<file path="src/rtl/hdlc_txc_pkg.sv">
package hdlc_txc_pkg;

    typedef enum logic [1:0] {
        SYM_FLAG  = 2'd0,
        SYM_DATA  = 2'd1,
        SYM_FCS   = 2'd2,
        SYM_ABORT = 2'd3
    } sym_kind_e;

    localparam logic [7:0] FLAG_BYTE  = 8'h7E;
    localparam logic [7:0] ABORT_BYTE = 8'hFF;

    typedef struct packed {
        logic [7:0] data;
        logic       last;
    } buf_ent_t;

    typedef struct packed {
        logic       vld;
        sym_kind_e  kind;
        logic [7:0] data;
    } sym_t;

    typedef enum logic [2:0] {
        ST_IDLE,
        ST_OPEN,
        ST_DATA,
        ST_FCSW,
        ST_FCS1,
        ST_FCS2,
        ST_ABORT
    } fr_state_e;

    function automatic sym_t mk_sym(sym_kind_e k, logic [7:0] d);
        sym_t s;
        s.vld  = 1'b1;
        s.kind = k;
        s.data = d;
        return s;
    endfunction

    function automatic sym_t no_sym();
        sym_t s;
        s.vld  = 1'b0;
        s.kind = SYM_FLAG;
        s.data = 8'h00;
        return s;
    endfunction

endpackage

</file>
<file path="src/rtl/txc_buf.sv">
module txc_buf
    import hdlc_txc_pkg::*;
#(
    parameter int DEPTH = 4
) (
    input  logic     clk,
    input  logic     rst,
    input  logic     push,
    input  buf_ent_t wr_ent,
    input  logic     pop,
    output buf_ent_t head,
    output logic     empty,
    output logic     full
);
    localparam int AW    = $clog2(DEPTH);
    localparam int PTR_W = AW + 1;

    buf_ent_t         mem [DEPTH];
    logic [PTR_W-1:0] wr_ptr, rd_ptr;
    logic [PTR_W-1:0] count;

    assign count = wr_ptr - rd_ptr;
    assign empty = (count == '0);
    assign full  = (count == PTR_W'(DEPTH));
    assign head  = mem[rd_ptr[AW-1:0]];

    always_ff @(posedge clk) begin
        if (rst) begin
            wr_ptr <= '0;
            rd_ptr <= '0;
        end else begin
            if (push) wr_ptr <= wr_ptr + 1'b1;
            if (pop)  rd_ptr <= rd_ptr + 1'b1;
        end
    end

    always_ff @(posedge clk) begin
        if (push) mem[wr_ptr[AW-1:0]] <= wr_ent;
    end


    buf_bound_chk: assert property (@(posedge clk) disable iff (rst)
        count <= PTR_W'(DEPTH));


    pop_nonempty_chk: assert property (@(posedge clk) disable iff (rst)
        pop |-> !empty);

endmodule

</file>
<file path="src/rtl/txc_udr.sv">
module txc_udr (
    input  logic clk,
    input  logic rst,
    input  logic udr_set,
    input  logic udr_clr,
    input  logic irq_en,
    output logic udr_sts,
    output logic irq
);
    always_ff @(posedge clk) begin
        if (rst)           udr_sts <= 1'b0;
        else if (udr_set)  udr_sts <= 1'b1;
        else if (udr_clr)  udr_sts <= 1'b0;
    end

    assign irq = udr_sts & irq_en;


    udr_set_chk: assert property (@(posedge clk) disable iff (rst)
        udr_set |=> udr_sts);


    udr_clr_chk: assert property (@(posedge clk) disable iff (rst)
        (udr_clr && !udr_set) |=> !udr_sts);


    udr_hold_chk: assert property (@(posedge clk) disable iff (rst)
        (udr_sts && !udr_clr) |=> udr_sts);

endmodule

</file>
<file path="src/rtl/txc_seq.sv">
module txc_seq
    import hdlc_txc_pkg::*;
(
    input  logic        clk,
    input  logic        rst,
    input  buf_ent_t    head,
    input  logic        buf_empty,
    input  logic        wr_acc,
    input  logic        eom_cmd,
    input  logic        abort_on_udr,
    input  logic        ser_take,
    input  logic        fcs_valid,
    input  logic [15:0] fcs_value,
    output logic        pop,
    output logic        tag_last,
    output logic        udr_evt,
    output sym_t        sym,
    output logic        fcs_req
);
    fr_state_e  state, nxt_state;
    sym_t       nxt_sym;
    logic       cur_last, nxt_last;
    logic [7:0] fcs_hi, nxt_hi;
    logic       eom_pend, eom_close;

    assign tag_last = eom_pend;
    assign fcs_req  = (state == ST_FCSW);

    always_comb begin
        nxt_state = state;
        nxt_sym   = sym;
        nxt_last  = cur_last;
        nxt_hi    = fcs_hi;
        pop       = 1'b0;
        udr_evt   = 1'b0;
        eom_close = 1'b0;
        case (state)
            ST_IDLE: if (ser_take) begin
                nxt_sym = mk_sym(SYM_FLAG, FLAG_BYTE);
                if (!buf_empty) nxt_state = ST_OPEN;
            end
            ST_OPEN, ST_DATA: if (ser_take) begin
                if (state == ST_DATA && cur_last) begin
                    nxt_sym   = no_sym();
                    nxt_state = ST_FCSW;
                end else if (!buf_empty) begin
                    pop       = 1'b1;
                    nxt_sym   = mk_sym(SYM_DATA, head.data);
                    nxt_last  = head.last;
                    nxt_state = ST_DATA;
                end else if (eom_pend) begin
                    eom_close = 1'b1;
                    nxt_sym   = no_sym();
                    nxt_state = ST_FCSW;
                end else begin
                    udr_evt = 1'b1;
                    if (abort_on_udr) begin
                        nxt_sym   = mk_sym(SYM_ABORT, ABORT_BYTE);
                        nxt_state = ST_ABORT;
                    end else begin
                        nxt_sym   = no_sym();
                        nxt_state = ST_FCSW;
                    end
                end
            end
            ST_FCSW: if (fcs_valid) begin
                nxt_sym   = mk_sym(SYM_FCS, ~fcs_value[7:0]);
                nxt_hi    = ~fcs_value[15:8];
                nxt_state = ST_FCS1;
            end
            ST_FCS1: if (ser_take) begin
                nxt_sym   = mk_sym(SYM_FCS, fcs_hi);
                nxt_state = ST_FCS2;
            end
            ST_FCS2, ST_ABORT: if (ser_take) begin
                nxt_sym   = mk_sym(SYM_FLAG, FLAG_BYTE);
                nxt_state = ST_IDLE;
            end
            default: nxt_state = ST_IDLE;
        endcase
    end

    always_ff @(posedge clk) begin
        if (rst) begin
            state    <= ST_IDLE;
            sym      <= mk_sym(SYM_FLAG, FLAG_BYTE);
            cur_last <= 1'b0;
            fcs_hi   <= 8'h00;
            eom_pend <= 1'b0;
        end else begin
            state    <= nxt_state;
            sym      <= nxt_sym;
            cur_last <= nxt_last;
            fcs_hi   <= nxt_hi;
            if (eom_cmd)                  eom_pend <= 1'b1;
            else if (wr_acc || eom_close) eom_pend <= 1'b0;
        end
    end


    fcs_lo_chk: assert property (@(posedge clk) disable iff (rst)
        (fcs_req && fcs_valid) |=>
            (sym.vld && sym.kind == SYM_FCS && sym.data == ~$past(fcs_value[7:0])));


    close_flag_chk: assert property (@(posedge clk) disable iff (rst)
        (state == ST_FCS2 && ser_take) |=> (sym.vld && sym.kind == SYM_FLAG));


    abort_then_flag_chk: assert property (@(posedge clk) disable iff (rst)
        (sym.vld && sym.kind == SYM_ABORT && ser_take) |=>
            (sym.vld && sym.kind == SYM_FLAG && !fcs_req));

endmodule

</file>
<file path="src/rtl/hdlc_tx_closer.sv">
module hdlc_tx_closer
    import hdlc_txc_pkg::*;
#(
    parameter int DEPTH = 4
) (
    input  logic        clk,
    input  logic        rst,
    input  logic        wr_valid,
    input  logic [7:0]  wr_data,
    input  logic        wr_last,
    input  logic        eom_cmd,
    input  logic        abort_on_udr,
    input  logic        irq_en,
    input  logic        udr_clr,
    input  logic        ser_take,
    input  logic        fcs_valid,
    input  logic [15:0] fcs_value,
    output logic        sym_vld,
    output logic [1:0]  sym_kind,
    output logic [7:0]  sym_data,
    output logic        fcs_req,
    output logic        tx_rdy,
    output logic        udr_sts,
    output logic        irq
);
    buf_ent_t wr_ent, head;
    logic     push, pop, buf_empty, buf_full;
    logic     tag_last, udr_evt;
    sym_t     sym;

    assign push        = wr_valid && !buf_full;
    assign wr_ent.data = wr_data;
    assign wr_ent.last = wr_last | tag_last;

    txc_buf #(.DEPTH(DEPTH)) u_buf (
        .clk    (clk),
        .rst    (rst),
        .push   (push),
        .wr_ent (wr_ent),
        .pop    (pop),
        .head   (head),
        .empty  (buf_empty),
        .full   (buf_full)
    );

    txc_seq u_seq (
        .clk          (clk),
        .rst          (rst),
        .head         (head),
        .buf_empty    (buf_empty),
        .wr_acc       (push),
        .eom_cmd      (eom_cmd),
        .abort_on_udr (abort_on_udr),
        .ser_take     (ser_take),
        .fcs_valid    (fcs_valid),
        .fcs_value    (fcs_value),
        .pop          (pop),
        .tag_last     (tag_last),
        .udr_evt      (udr_evt),
        .sym          (sym),
        .fcs_req      (fcs_req)
    );

    txc_udr u_udr (
        .clk     (clk),
        .rst     (rst),
        .udr_set (udr_evt),
        .udr_clr (udr_clr),
        .irq_en  (irq_en),
        .udr_sts (udr_sts),
        .irq     (irq)
    );

    assign tx_rdy   = !buf_full && !udr_sts;
    assign sym_vld  = sym.vld;
    assign sym_kind = sym.kind;
    assign sym_data = sym.data;


    rdy_udr_chk: assert property (@(posedge clk) disable iff (rst)
        $rose(udr_sts) |-> !tx_rdy);

endmodule

</file>
<file path="config.mk">
export PLATFORM = sky130hd
export DESIGN_NAME = hdlc_tx_closer
export DESIGN_NICKNAME = d
export VERILOG_FILES = /design/src/rtl/hdlc_txc_pkg.sv /design/src/rtl/txc_buf.sv /design/src/rtl/txc_udr.sv /design/src/rtl/txc_seq.sv /design/src/rtl/hdlc_tx_closer.sv
export SDC_FILE = /design/constraint.sdc
export NUM_CORES = 1
export LEC_CHECK = 0
export BUFFER_PORTS_ARGS = -buffer_cell sky130_fd_sc_hd__buf_2
export CORE_UTILIZATION = 52
export DETAILED_ROUTE_END_ITERATION = 8
export HOLD_SLACK_MARGIN = 0.1
export PLACE_DENSITY_LB_ADDON = 0.12
export SLEW_MARGIN = 0
export SYNTH_ARGS = -nofsm -noshare
export SYNTH_HDL_FRONTEND = slang
export SYNTH_HIERARCHICAL = 1
export SYNTH_SLANG_ARGS = --single-unit
</file>
<file path="constraint.sdc">
create_clock -name clk -period 2.46 [get_ports clk]
set_clock_uncertainty 0.05 [all_clocks]
set_input_delay 0.492 -clock clk [delete_from_list [all_inputs] [get_ports clk]]
set_output_delay 0.492 -clock clk [all_outputs]
set_load 0.01 [all_outputs]
</file>
==> metrics <==
CTS buffer count=9; fraction of registers with async set/reset=0; drt total wl=6080 um; num rows=28; worst hold slack=0.270 ns; Req. time, crit path=2.61 ns; status=complete, no violations; pin count of the biggest net entering global routing=34; worst-path cell chain=inv_1, ha_1, nor2b_1, xnor2_1, nor2b_2, or3b_2, a21oi_1, nor2_1, a21oi_1, nor3_1; clk slew on worst S/H paths=0.08 ns; vias in the first global route=2096; Comb power frac=0.202; core area=around 0.006 sq mm; die width=80.1 um; Buffers on Ports=48; max-cap viol count=0; Ant. Diodes=0; Initial Util=0.538; vias per cell=5.48; reg2reg setup slack=0.21 ns; Avg WL per Cell=14.7 um; I/O Pins=49; CTS Hold Bufs=0; Pleak=1.37 nW; Critical-path top delay cell=or3b_2; FF/Latch Area=about 0.0017 sq mm; Hold WC Path Type=in -> reg; Max Clk Rate=roughly 450 MHz; Filler cells=495; dominant synthesized flop cell=edfxtp_1; htree depth=3; CP most frequent cell=a21oi_1; Nets=375; flops & latches, synth=69; CP endpoint kind=flop; 1st-iter DRT viols=112; total track usage=0.206; total power=between 2 and 3 mW; P_int=1.88 mW; Worst Path Max Fanout=4; height of the die=~80 um; Seq pwr share=0.497; synth-to-layout area growth=15.3%; element type at the critical path start=flop; pwr dens=726 mW/mm^2; WP data arrival=2.39 ns; initial antenna violation count=0; clock root cell=clkbuf_8; Max stage delay on crit path=roughly 0.46 ns; Buf/Inv on CP=1; register area share after synthesis=0.550; Max Slew Vio Count=0; Crit Path Class=reg -> reg; syn avg cell area=11.3 sq um; Ys Warns=6; DRC viols=0; final setup fails=0; Netlist cell types=52; gpl congestion=0.796; gr ovfl total=0; Max VDD drop=0.473 mV; Syn Std Cell Area=0.00317 sq mm; Vias=roughly 2300; DRT Pass-1 Iters=6; Post-Synthesis Cells=281; clk sinks=69; fin crit share=0.913; EDFF count, synth=36; Crit path max-delay family=simple AND/OR/NAND/NOR gates; footprint of the multi-input gates=about 0.0013 sq mm; switching pwr=between 700 and 800 uW; dpl hpwl=roughly 4300 um; RSZ-0062 raised after global routing=false; post-synth net total=323; CTS Buffer Depth=2; CTS tree=done; Final min period=2.25 ns; actual slew at the worst max-slew pin=approximately 0.65 ns; Clk pwr share=0.301; Rel. slew slack=0.567; Clock Latency Late Sink=0.33 ns; die area=0.00641 sq mm; global-route wire length before repair=9820 um; final setup TNS=0 ns; ANT nets after route=0; final hold violation count=0; Sw Share=0.292; layout cells sized above 1=0.260
==> cells in the final DEF (no fill, tap or decap), types with 2 or more instances in the layout <==
cell type,instances
or2_1,2
xor2_1,2
nor2b_1,9
mux2i_1,4
xnor2_1,4
nor3_1,11
o21ai_0,17
buf_2,48
clkbuf_8,9
nand3_1,3
nand2b_1,5
a211oi_1,8
mux4_2,9
edfxtp_1,36
dfxtp_1,33
inv_1,9
clkinvlp_4,3
nor2_1,45
ha_1,7
a221oi_1,6
buf_4,9
nand2_1,8
a21oi_1,13
o221ai_1,2
and2_1,5
clkinv_2,2
==> repair_timing <==
action	CTS	global route
setup buffers	0	0
gates resized for setup	0	1
setup endpoints to repair	0	2
==> metrics by stage <==
| stage | instance area [sq um] | utilization | cells | worst slack (ns) |
|---|---|---|---|---|
| finish | 3650 | 0.621 | 413 | 0.214 |
| global route | 3650 | 0.621 | 413 | 0.0184 |
| CTS | 3650 | 0.620 | 413 | 0.155 |
| detailed placement | 3480 | 0.592 | 397 | 0.165 |
| global placement | 3480 | 0.592 | 397 | 0.232 |
| floorplan | 3170 | - | 281 | 0.214 |
==> worst paths after layout <==
| path | start | endpoint | cells after the start |
|---|---|---|---|
| max | u_buf/wr_ptr[0]$_SDFFE_PP0P_ | u_seq/state[0]$_SDFFE_PP0P_ | 10 |
| min | fcs_value[14] | u_seq/fcs_hi[6]$_SDFFE_PP0P_ | 2 |
| max reg2reg | u_buf/wr_ptr[0]$_SDFFE_PP0P_ | u_seq/state[0]$_SDFFE_PP0P_ | 10 |
| min reg2reg | u_seq/sym[9]$_SDFFE_PP0P_ | u_seq/sym[9]$_SDFFE_PP0P_ | 2 |
==> synth_stat cells (7+ instances only) <==
cell | count | area, sq um
nor2_1 | 45 | 169
nor3_1 | 11 | 55.1
ha_1 | 7 | 87.6
inv_1 | 9 | 33.8
mux4_2 | 9 | 203
nor2b_1 | 10 | 62.6
o21ai_0 | 17 | 85.1
nand2_1 | 8 | 30.0
dfxtp_1 | 33 | 661
a211oi_1 | 8 | 60.1
edfxtp_1 | 36 | 1080
clkbuf_1 | 7 | 26.3
a21oi_1 | 13 | 65.1
==> registers in the layout, indices dropped and copies added, names as in the netlist, named ones only <==
register / flops
u_seq/sym: 11
u_seq/cur_last: 1
u_seq/fcs_hi: 8
u_buf/wr_ptr: 3
u_seq/state: 3
u_buf/rd_ptr: 3
u_udr/udr_sts: 1
u_seq/tag_last: 1
u_buf/mem: 36
==> layer usage <==
metal,up-vias,routed length [um],track usage
met4,0,85,0.0857
met2,64,2830,0.329
met1,1059,2880,0.272
li1,1129,-,-
met5,-,0,0
met3,10,288,0.0432
==> area by class of cell <==
cell class                 instances  share of cell area
tap                               75              0.0257
clock buffer                      10              0.0349
clock inverter                     6              0.0113
sequential                        69               0.477
multi-input combinational        186               0.357
timing repair buffer              57              0.0842
inverter                          10              0.0103
==> worst register-to-register path, delay by kind of cell, from the launching register on <==
kind,cells,cell delay (ns)
AOI/OAI and AO/OA,2,0.34
DFF,1,0.33
and+or+nand+nor,5,0.97
adders and majority gates,1,0.18
xor gates and xnor gates,1,0.17
buffers and inverters,1,0.07
==> power by group through the flow <==
stage,logic (mW),registers [mW],clock network [mW]
2_1_floorplan,0.375,1.35,0
3_3_place_gp,0.528,1.34,0
3_5_place_dp,0.533,1.35,0
4_1_cts,0.535,1.32,0.816
5_1_grt,0.594,1.33,0.865
6_report,0.536,1.32,0.799
==> kinds of logic (layout without fill, tap and decap cells) <==
family	after synthesis	in the layout	synth area share
buf+inv	26	83	0.0399
compound gates	58	58	0.119
fa+ha+maj	8	8	0.0340
simple gates	101	101	0.165
xor+xnor	6	6	0.0166
flops	69	69	0.550
mux	13	13	0.0766
(Power assumes the default switching activity.)
